$ cat config.mk
export PLATFORM = sky130hd
export DESIGN_NAME = halt_seq
export DESIGN_NICKNAME = d
export VERILOG_FILES = /design/src/rtl/halt_seq_pkg.sv /design/src/rtl/halt_entry_gate.sv /design/src/rtl/halt_wake_sel.sv /design/src/rtl/halt_settle_timer.sv /design/src/rtl/halt_seq.sv
export SDC_FILE = /design/constraint.sdc
export NUM_CORES = 1
export LEC_CHECK = 0
export BUFFER_PORTS_ARGS = -buffer_cell sky130_fd_sc_hd__buf_4
export CORE_ASPECT_RATIO = 2
export CORE_MARGIN = 5
export CORE_UTILIZATION = 25
export CTS_CLUSTER_DIAMETER = 40
export DETAILED_ROUTE_END_ITERATION = 8
export GPL_ROUTABILITY_DRIVEN = 1
export SLEW_MARGIN = 30
export SYNTH_ARGS = -nofsm -noshare
export SYNTH_HDL_FRONTEND = slang
export SYNTH_SLANG_ARGS = --single-unit
$ cat constraint.sdc
create_clock -name clk -period 3.82 [get_ports clk]
set_clock_uncertainty 0.05 [all_clocks]
set_input_delay 0.191 -clock clk [delete_from_list [all_inputs] [get_ports clk]]
set_output_delay 0.191 -clock clk [all_outputs]
set_load 0.005 [all_outputs]
$ cat src/rtl/halt_seq_pkg.sv
package halt_seq_pkg;

  typedef enum logic [1:0] {
    ST_RUN    = 2'd0,
    ST_HALT   = 2'd1,
    ST_SETTLE = 2'd2
  } seq_state_e;

  typedef enum logic {
    CAUSE_IRQ = 1'b0,
    CAUSE_RST = 1'b1
  } wake_cause_e;

  localparam logic [1:0] HALT_MASK_CODE = 2'b10;

  // settling length picked by the select bit
  function automatic int unsigned settle_cycles(input logic sel,
                                                input int unsigned short_n,
                                                input int unsigned long_n);
    return sel ? long_n : short_n;
  endfunction

  // final count value of a settling window of n cycles
  function automatic int unsigned settle_last(input int unsigned n);
    return n - 1;
  endfunction

endpackage

$ cat src/rtl/halt_entry_gate.sv
module halt_entry_gate (
  input  logic halt_req,
  input  logic osc_irq_en,
  input  logic wdg_on,
  input  logic wdg_halt_opt,
  output logic enter_ok,
  output logic wdg_trip
);
  logic qualified;

  always_comb begin
    qualified = halt_req & ~osc_irq_en;
    wdg_trip  = qualified & wdg_on & wdg_halt_opt;
    enter_ok  = qualified & ~(wdg_on & wdg_halt_opt);
  end
endmodule

$ cat src/rtl/halt_wake_sel.sv
module halt_wake_sel
  import halt_seq_pkg::*;
#(
  parameter int IRQ_W = 8
) (
  input  logic [IRQ_W-1:0] irq_pend,
  input  logic [IRQ_W-1:0] irq_wake_mask,
  input  logic             ext_reset,
  output logic             wake_any,
  output logic             wake_irq,
  output wake_cause_e      wake_cause
);
  logic [IRQ_W-1:0] hit;

  for (genvar i = 0; i < IRQ_W; i++) begin : g_line
    assign hit[i] = irq_pend[i] & irq_wake_mask[i];
  end

  always_comb begin
    wake_irq   = |hit;
    wake_any   = wake_irq | ext_reset;
    wake_cause = ext_reset ? CAUSE_RST : CAUSE_IRQ;
  end
endmodule

$ cat src/rtl/halt_settle_timer.sv
module halt_settle_timer #(
  parameter int CNT_W = 13
) (
  input  logic             clk,
  input  logic             rst_n,
  input  logic             clr,
  input  logic             run,
  input  logic [CNT_W-1:0] last,
  output logic [CNT_W-1:0] cnt,
  output logic             done
);
  always_ff @(posedge clk or negedge rst_n) begin
    if (!rst_n)   cnt <= '0;
    else if (clr) cnt <= '0;
    else if (run) cnt <= cnt + 1'b1;
  end

  assign done = run & ~clr & (cnt == last);
endmodule

$ cat src/rtl/halt_seq.sv
module halt_seq
  import halt_seq_pkg::*;
#(
  parameter int IRQ_W    = 8,
  parameter int SHORT_N  = 256,
  parameter int LONG_N   = 4096
) (
  input  logic             clk,
  input  logic             rst_n,
  input  logic             halt_req,
  input  logic             osc_irq_en,
  input  logic             wdg_on,
  input  logic             wdg_halt_opt,
  input  logic             long_delay,
  input  logic [IRQ_W-1:0] irq_pend,
  input  logic [IRQ_W-1:0] irq_wake_mask,
  input  logic             ext_reset,
  input  logic [1:0]       cpu_mask,
  output logic             osc_en,
  output logic             cpu_clk_en,
  output logic             periph_clk_en,
  output logic [1:0]       irq_mask,
  output logic             wdg_disable,
  output logic             wdg_reset_pulse,
  output logic             resume_irq,
  output logic             resume_reset,
  output logic [1:0]       seq_state
);
  localparam int CNT_W = $clog2(LONG_N + 1);

  seq_state_e  state_q, state_d;
  wake_cause_e cause_q;
  logic        sel_q;
  logic        force_q;
  logic        wdis_q;
  logic        wtrip_q;
  logic        res_irq_q, res_rst_q;

  // named internal events
  logic        enter_ok, wdg_trip;
  logic        wake_any, wake_irq;
  wake_cause_e wake_cause;
  logic        wake_start;
  logic        settle_restart;
  logic        settle_done;
  logic        timer_clr;
  logic [CNT_W-1:0] settle_cnt;
  logic [CNT_W-1:0] settle_lim;

  halt_entry_gate u_gate (
    .halt_req     (halt_req),
    .osc_irq_en   (osc_irq_en),
    .wdg_on       (wdg_on),
    .wdg_halt_opt (wdg_halt_opt),
    .enter_ok     (enter_ok),
    .wdg_trip     (wdg_trip)
  );

  halt_wake_sel #(.IRQ_W(IRQ_W)) u_wake (
    .irq_pend      (irq_pend),
    .irq_wake_mask (irq_wake_mask),
    .ext_reset     (ext_reset),
    .wake_any      (wake_any),
    .wake_irq      (wake_irq),
    .wake_cause    (wake_cause)
  );

  assign settle_lim = CNT_W'(settle_last(settle_cycles(sel_q, SHORT_N, LONG_N)));

  assign wake_start = ((state_q == ST_RUN) && enter_ok && wake_any) ||
                      ((state_q == ST_HALT) && wake_any);
  assign settle_restart = (state_q == ST_SETTLE) && ext_reset;
  assign timer_clr = wake_start | settle_restart;

  halt_settle_timer #(.CNT_W(CNT_W)) u_timer (
    .clk   (clk),
    .rst_n (rst_n),
    .clr   (timer_clr),
    .run   (state_q == ST_SETTLE),
    .last  (settle_lim),
    .cnt   (settle_cnt),
    .done  (settle_done)
  );

  always_comb begin
    state_d = state_q;
    unique case (state_q)
      ST_RUN:    if (enter_ok) state_d = wake_any ? ST_SETTLE : ST_HALT;
      ST_HALT:   if (wake_any) state_d = ST_SETTLE;
      ST_SETTLE: if (settle_done) state_d = ST_RUN;
      default:   state_d = ST_RUN;
    endcase
  end

  always_ff @(posedge clk or negedge rst_n) begin
    if (!rst_n) begin
      state_q   <= ST_RUN;
      cause_q   <= CAUSE_IRQ;
      sel_q     <= 1'b0;
      force_q   <= 1'b0;
      wdis_q    <= 1'b0;
      wtrip_q   <= 1'b0;
      res_irq_q <= 1'b0;
      res_rst_q <= 1'b0;
    end else begin
      state_q   <= state_d;
      wtrip_q   <= (state_q == ST_RUN) && wdg_trip;
      res_irq_q <= settle_done && (cause_q == CAUSE_IRQ);
      res_rst_q <= settle_done && (cause_q == CAUSE_RST);
      if ((state_q == ST_RUN) && enter_ok) begin
        force_q <= 1'b1;
        wdis_q  <= wdg_on;
      end else if (settle_done) begin
        force_q <= 1'b0;
        wdis_q  <= 1'b0;
      end
      if (wake_start) begin
        cause_q <= wake_cause;
        sel_q   <= long_delay;
      end else if (settle_restart) begin
        cause_q <= CAUSE_RST;
      end
    end
  end

  always_comb begin
    osc_en          = (state_q != ST_HALT);
    cpu_clk_en      = (state_q == ST_RUN);
    periph_clk_en   = (state_q == ST_RUN);
    irq_mask        = force_q ? HALT_MASK_CODE : cpu_mask;
    wdg_disable     = wdis_q;
    wdg_reset_pulse = wtrip_q;
    resume_irq      = res_irq_q;
    resume_reset    = res_rst_q;
    seq_state       = state_q;
  end
endmodule

Word level (Yosys, flattened, before mapping)

Index checks and enable logic that the tools add are counted.

Register bits: 22
Logic and storage cells: 68
Input port bits: 26
Output and inout bits: 11

Reduce and logical (&&, ||, !) cells: 14
Add/subtract/negate cells: 2
Bitwise gates (word level): 21
Multiplexer cells: 15
Equality and inequality tests: 7

Operators with widths:

| kind                                                 | number |
|---|---|
| two-way mux 13 bit                                   | 3 |
| bitwise AND 1 bit                                    | 15 |
| adder 13 x 1 -> 13 bit (second input constant)       | 1 |
| equality test 13 bit                                 | 1 |
| subtractor 13 x 1 -> 13 bit (second input constant)  | 1 |
| two-way mux 2 bit                                    | 5 |
| OR reduction 8 bit                                   | 1 |
| logical AND 1 bit                                    | 7 |
| two-way mux 1 bit                                    | 6 |
| one-hot mux 2 bit (3 select lines)                   | 1 |
| nonzero test 2 bit                                   | 3 |
| != test 2 x 1 -> 1 bit (second input constant)       | 2 |
| != test 2 bit (second input constant)                | 2 |
| NOT 1 bit                                            | 4 |
| AND reduction 3 bit                                  | 1 |
| equality test 2 x 1 -> 1 bit (second input constant) | 1 |
| equality test 2 bit (second input constant)          | 1 |
| logical NOT 2 bit                                    | 1 |
| OR 1 bit                                             | 2 |
| logical OR 1 bit                                     | 1 |

Logic depth before layout (Yosys ltp)

Gate-level depths: netlist (run 1).

Depth in word-level cells: 12
Mapped depth: 5

Cells and area by module

From an unflattened synthesis (run 1), not the netlist that was laid out.

Cells, all modules: 131
Area total of the unflattened synthesis: 1298.7 sq um

By module, submodules not included:

| module            | seq. area each (sq um) | times used | area each (sq um) | cells an instance |
|---|---|---|---|---|
| halt_settle_timer | 325.3                  | 1          | 817.0             | 84 |
| halt_seq          | 225.2                  | 1          | 394.1             | 36 |
| halt_wake_sel     | 0.0                    | 1          | 55.1              | 7 |
| halt_entry_gate   | 0.0                    | 1          | 32.5              | 4 |

Worst setup path after synthesis (run 1)

No wires, ideal clock.

Kind: register to register
Start point: register state_q[0] (netlist: seq_state[0])
End point: register sel_q
Setup time: 125 ps
Cell stages (with the launch flop): 4
Arrival time: 1276 ps
Slack: 2369 ps
Path buffers: 0
Path through: dfrtp_1 -> a31oi_1 -> a211oi_2 -> mux2_2

Longest elaborated chain between the ends: 4
Elaborated cells between the ends (all ways): 6
Classes of those cells: eq/ne (1); reduce/logical (5)

RTL lines:

| item                            | RTL line        | text |
|---|---|---|
| from (decl)                     | halt_seq.sv:31  | `seq_state_e state_q, state_d;` |
| from (signal assigned)          | halt_seq.sv:106 | `state_q <= state_d;` |
| logical NOT 2 bit               | halt_seq.sv:70  | `assign wake_start = ((state_q == ST_RUN) && enter_ok && wake_any) \|\|` |
| logical AND 1 bit (2 in series) | halt_seq.sv:70  |  |
| logical OR 1 bit (*)            | halt_seq.sv:70  |  |
| to (signal assigned)            | halt_seq.sv:119 | `sel_q <= long_delay;` |
| to (decl)                       | halt_seq.sv:33  | `logic sel_q;` |

Every way passes the cells marked *; elsewhere a longest branch is shown, timed or not.
A chain may end at the register's enable or synchronous reset.

Worst setup path after layout (run 1)

Start point: register state_q[1] (netlist: seq_state[1])
End point: register u_timer.cnt[10]

Longest elaborated chain between the ends: 6
Elaborated cells between the ends (all ways): 11
Classes of those cells: eq/ne (2); mux (1); bitwise (1); reduce/logical (7)

RTL lines:

| item                                                            | RTL line                | text |
|---|---|---|
| logical NOT 2 bit                                               | halt_seq.sv:70          |  |
| logical AND 1 bit (2 in series)                                 | halt_seq.sv:70          |  |
| logical OR 1 bit                                                | halt_seq.sv:70          |  |
| OR 1 bit                                                        | halt_seq.sv:73          | `assign timer_clr = wake_start \| settle_restart;` |
| two-way mux 13 bit / nonzero test 2 bit (equally long branches) | -                       |  |
| to (signal assigned)                                            | halt_settle_timer.sv:15 | `else if (run) cnt <= cnt + 1'b1;` |
| to (decl)                                                       | halt_settle_timer.sv:9  | `output logic [CNT_W-1:0] cnt,` |

Several ways; a longest one is shown, not always the timed one.

==> impl_metrics.toml, run 1 <==
[sta]
rsz0062_at_grt = "no"
finalMaxSlewViolations = 0
slew_headroom_pct = 66.3
fin_hold_ws_ps = 110
period_share_pct = 45.4
tns_ps = 0
fmax_mhz = 576
tightest_slew_ps = 499
report.final.hold_viol_count = 0
period_minus_slack_ps = 1730
setup_violations = 0

[pwr]
seqPwrFrac_pct = 52.6
switchingPower_w = 0.000104
power_w = 0.000464
pwr-share-comb_pct = 11.9
p_clk_share_pct = 35.5
p_int_w = 0.000361
switching_share_pct = 22.3
p_leak_nw = 0.696
ir_drop_uv = 109
p_per_area_nw_per_um2 = 288

[critical_path]
max_stage_delay_ps = 570
crit_chain = "nor2b_1 > and2_2 > nor3_1"
cp-start-kind = "register"
worst-path-max-fanout = 13
critPathCapture = "u_timer.cnt[10]"
cp.arrival_ps = 1820
r2r-start = "seq_state[1]"
crit_cells = 3
r2r_cells = 3
crit_type = "register to register"
path_buf_inv = 0
crit_family = "simple AND/OR/NAND/NOR gates"
r2r_setup_slack_ps = 2090
cp.required_ps = 3900
crit_start = "seq_state[1]"
end_kind = "register"
r2r_end = "u_timer.cnt[10]"
slowest_stage = "dfrtp_1"

[layout]
fillCellCount = 500
areaGrowthSynthToFinish_pct = 30.2
final_net_count = 183
fin_util_pct = 33.4
ff_latch_area_um2 = 551
drive_above_1_share_pct = 38.1
design_area_um2 = 1610
multi_input_area_um2 = 633
diodes = 0

[synth]
async_reset_ff_share_pct = 100
synth_fp_nets = 145
ys_warn_count = 0
syn_avg_cell_area_um2 = 10.5
seq_area_frac_synth_pct = 44.5
ys.flop_type = "dfrtp_1"
synth_seq_cells = 22
postSynthCellCount = 118
synth_edf_count = 0
synth_cell_type_count = 41
synth_area_um2 = 1240

[floorplanning]
ios = 37
die_x_um = 59.7
die-area_um2 = 6540
start_util_pct = 25.6
die_h_um = 109
coreArea_um2 = 4820
placementRows = 36

[min_path]
holdPathStages = 2
hold_class = "input pin to register"

[routing]
viasPerCell = 4.85
first_pass_iters = 4
vias = 1029
routed_wl_mm = 2.96
wl_per_cell_um = 14.0
drt_iter0_drc = 34
ant_nets = 0
drcViolationCount = 0

[global_route]
antenna_found_initial = 0
grt_pass1_vias = 1066
grt_pass1_wl_mm = 4.73
track_usage_pct = 9.53
globalRouteOverflowTotal = 0
grt_max_degree = 23

[clock_network]
h-tree-depth = 1
clkTransAtPathRegs_ps = 80
post_cts_buffers = 0
cts_max_path_buffers = 2
clkSinkCount = 22
clkLatencyLatePin_ps = 260
cts_root_buffer = "clkbuf_8"
cts_tree = "done"
cts_buffers = 3

[run_status]
status = "complete, no violations"

[place]
dp_hpwl_mm = 2.38
place.gp.congestion = 0.804
place_area_um2 = 1540
place.port_buffers = 36

[run]
cap_violations = 0
worst min path at each step:
stage	startpoint	end	slack, ps
3_5_place_dp	rst_n	wdg_reset_pulse	50
6_report	long_delay	sel_q	110
3_3_place_gp	rst_n	wdg_reset_pulse	50
4_1_cts	long_delay	sel_q	110
5_1_grt	long_delay	sel_q	110
2_1_floorplan	rst_n	cause_q	-150
metrics by stage:
stage | worst slack [ps] | cells
5_1_grt | 1910 | 212
3_5_place_dp | 2080 | 207
2_1_floorplan | 2370 | 118
6_report | 2090 | 212
4_1_cts | 2060 | 212
3_3_place_gp | 2110 | 207
timing repair:
| item | CTS | global route |
|---|---|---|
| endpoints found under the hold margin | 22 | 0 |
| hold buffers | 1 | 0 |
| gates resized for setup | 0 | 0 |
power groups by stage:
stage / Clock [W] / Sequential [W] / Combinational [W]
finish: 0.000165 / 0.000244 / 0.0000553
global route: 0.000176 / 0.000245 / 0.0000617
CTS: 0.000171 / 0.000244 / 0.0000569
detailed placement: 0 / 0.000249 / 0.0000558
global placement: 0 / 0.000248 / 0.0000552
floorplan: 0 / 0.000247 / 0.0000250
state kept, by name (all words and copies together), names as in the netlist:
name	count
u_timer.cnt	13
seq_state	2
cause_q	1
force_q	1
resume_irq	1
resume_reset	1
sel_q	1
wdg_disable	1
wdg_reset_pulse	1
worst register-to-register path, stage by stage (launching register included):
cell and delay [ps]:
dfrtp_1 570, nor2b_1 410, and2_2 460, nor3_1 110
cell type report:
class / instances / share of cell area, %
clock buffers: 4 / 3.42
inverters: 3 / 0.700
multi-input cells: 88 / 39.3
flip-flops and latches: 22 / 34.2
well taps: 57 / 4.43
repair buffers: 38 / 17.9
placed cells by master, fill, tap and decap left out, types with 4 or more instances in the layout:
| master | synthesis | routed |
|---|---|---|
| buf_4 | 2 | 37 |
| nor3_2 | 10 | 10 |
| dfrtp_1 | 22 | 22 |
| nor3_1 | 6 | 6 |
| nor2_1 | 6 | 6 |
| xnor2_1 | 4 | 4 |
| nand3_1 | 4 | 4 |
| clkbuf_8 | 0 | 4 |
| nand2_1 | 7 | 7 |
| nand4_1 | 6 | 6 |
| xor2_1 | 7 | 7 |
| o21ai_0 | 4 | 4 |
layer usage:
layer | vias to the layer above | track usage [%] | part of all wire [%]
li1 | 501 | - | -
met1 | 484 | 8.81 | 31
met2 | 39 | 19.1 | 57
met3 | 5 | 2.00 | 10
met4 | 0 | 3.33 | 1.7
met5 | - | 0 | 0
Yosys cell counts, types with 2 or more instances:
library cell,n,share of area (%)
nor3_2,10,8.1
dfrtp_1,22,45
xnor2_1,4,2.8
nand4_1,6,3.0
a21oi_1,3,1.2
nor3_1,6,2.4
xor2_1,7,5.0
nand2_1,7,2.1
inv_1,3,0.91
and4_1,2,1.4
o21ai_0,4,1.6
nor2_1,6,1.8
and2_1,2,1.0
buf_6,2,1.8
nor2b_1,3,1.5
buf_4,2,1.2
or3_1,2,1.0
nand3_1,4,1.6
kinds of logic after synthesis:
kind of cell / share of synthesized area, %
AOI/OAI and AO/OA: 9.31
xor gates and xnor gates: 7.79
adders and majority gates: 1.01
buffers and inverters: 4.25
DFF: 44.5
muxes: 1.72
and+or+nand+nor: 31.4
Power figures use the tool's default switching activity.
==> run 2, diff against run 1 <==
clock period = 1.6 ns   (was 3.82 ns; I/O delays follow)
==> run 2 against run 1 <==
  * Via count up 4.8%
  * Critical path type unchanged
  * Cell area up 4.6%
  * Sequential share of layout area down 1.5 points
  * Clock-buffer cell count down 1
==> impl_metrics.toml, run 2 (synthesized netlist as in run 1, its figures left out) <==
[critical_path]
cp.arrival_ps = 1580
end_kind = "register"
crit_chain = "ha_1 > and4b_2 > nand3_1 > xor2_1 > nor3_2"
slowest_stage = "dfrtp_1"
max_stage_delay_ps = 410
path_buf_inv = 0
worst-path-max-fanout = 5
cp-start-kind = "register"
crit_family = "simple AND/OR/NAND/NOR gates"
cp.required_ps = 1700
crit_type = "register to register"

[sta]
worst_slack_ps = 114
period_share_pct = 92.9
rsz0062_at_grt = "yes"
report.final.hold_viol_count = 0
tightest_slew_ps = 447
finalMaxSlewViolations = 0
fmax_mhz = 673
period_minus_slack_ps = 1490
slew_headroom_pct = 70.2
setup_violations = 0

[layout]
fin_util_pct = 34.9
top_register = "u_timer.cnt"
drive_above_1_share_pct = 42.9
areaGrowthSynthToFinish_pct = 36.1
final_common_cell = "buf_4"
mostFrequentLayoutCells = "45 x buf_4, 22 x dfrtp_1, 10 x nor3_2, 7 x nand2_1, 7 x xor2_1"
fin_cells = 220
design_area_um2 = 1680
final_net_count = 192
fillCellCount = 501
diodes = 0
largest_reg_flops = 13

[floorplanning]
die_x_um = 59.7
ios = 37
coreArea_um2 = 4820
start_util_pct = 25.6
die_h_um = 109
placementRows = 36
die-area_um2 = 6540

[pwr]
p_leak_nw = 0.733
p_per_area_nw_per_um2 = 637
ir_drop_uv = 415
power_w = 0.00107

[routing]
first_pass_iters = 4
ant_nets = 0
wl_per_cell_um = 14.7
vias = 1078
drcViolationCount = 0
routed_wl_mm = 3.23
drt_iter0_drc = 43
viasPerCell = 4.90

[clock_network]
post_cts_buffers = 0
clkTransAtPathRegs_ps = 80
h-tree-depth = 1
clkSinkCount = 22
cts_root_buffer = "clkbuf_8"
cts_max_path_buffers = 2
cts_buffers = 3
clkLatencyLatePin_ps = 270
cts_tree = "done"

[place]
place_area_um2 = 1600
place_inst = 215
dpl_worst_slack_ps = 44.6
place.gp.congestion = 0.773
place.port_buffers = 36
dp_hpwl_mm = 2.63

[global_route]
grt_pass1_vias = 1085
antenna_found_initial = 0
globalRouteOverflowTotal = 0
grt_max_degree = 23
track_usage_pct = 10.3
grt_pass1_wl_mm = 5.07

[run]
cap_violations = 0

[run_status]
status = "complete, no violations"

[min_path]
hold_class = "input pin to register"
-- run 2: cell count changes in the layout (fill, tap and decap cells not counted) --
| cell | previous run | this run |
|---|---|---|
| nor4_2 | 1 | 2 |
| clkbuf_8 | 4 | 3 |
| nor4_1 | 1 | 0 |
| a21oi_1 | 3 | 2 |
| nor4b_1 | 1 | 0 |
| and4b_2 | 0 | 1 |
| buf_4 | 37 | 45 |
| nor4b_2 | 0 | 1 |
| dlygate4sd3_1 | 1 | 2 |
| a21oi_2 | 0 | 1 |
| and4b_1 | 1 | 0 |
-- run 2: path summary, 6_finish.rpt --
check	to	slack [ps]	cells past startpoint	from
worst max register to register	u_timer.cnt[8]	110	5	u_timer.cnt[0]
worst min register to register	resume_irq	470	1	cause_q
max in group asynchronous	u_timer.cnt[6]	1090	2	rst_n
worst min-delay path	wdg_disable	30	3	wdg_on
min in group asynchronous	seq_state[0]	180	2	rst_n
worst max-delay path	u_timer.cnt[8]	110	5	u_timer.cnt[0]
-- run 2: cell type report --
class                           instances  area (um^2)  area share (%)
Clock buffer                            3         41.3            2.45
Inverter                                3         11.3           0.669
Multi-Input combinational cell         88          651            38.7
Sequential cell                        22          551            32.7
Tap cell                               57         71.3            4.24
Timing Repair Buffer                   47          358            21.3
-- run 2: per-stage QoR --
stage          hold slack, ps  setup TNS [ps]
3_3_place_gp            -61.5               0
6_report                 33.3               0
3_5_place_dp            -62.3               0
4_1_cts                  36.4               0
2_1_floorplan            -266               0
5_1_grt                  45.3           -17.2
-- run 2: timing repair --
item,in CTS,in global routing
hold buffers,2,0
resized for setup,0,4
endpoints found under the setup margin,0,5
hold endpoints to repair,23,0
-- run 2: per-layer routing --
layer | wire length [um] | part of all wire, % | track usage [%] | vias up
met1 | 969 | 30 | 8.85 | 510
li1 | - | - | - | 517
met2 | 1860 | 58 | 21.1 | 43
met4 | 72 | 2.2 | 5.07 | 0
met3 | 324 | 10 | 1.76 | 8
met5 | 0 | 0 | 0 | -
-- run 2: power breakdown --
group | internal, W | total, W | leakage (nW) | switching (W)
Combinational | 0.0000817 | 0.000145 | 0.423 | 0.0000631
Sequential | 0.000569 | 0.000582 | 0.288 | 0.0000129
Clock | 0.000168 | 0.000346 | 0.0216 | 0.000177
Total | 0.000819 | 0.00107 | 0.733 | 0.000253
-- run 2: worst register-to-register path, stage by stage (launching register included) --
cell and delay (ps):
dfrtp_1 410, ha_1 220, and4b_2 260, nand3_1 150, xor2_1 230, nor3_2 60
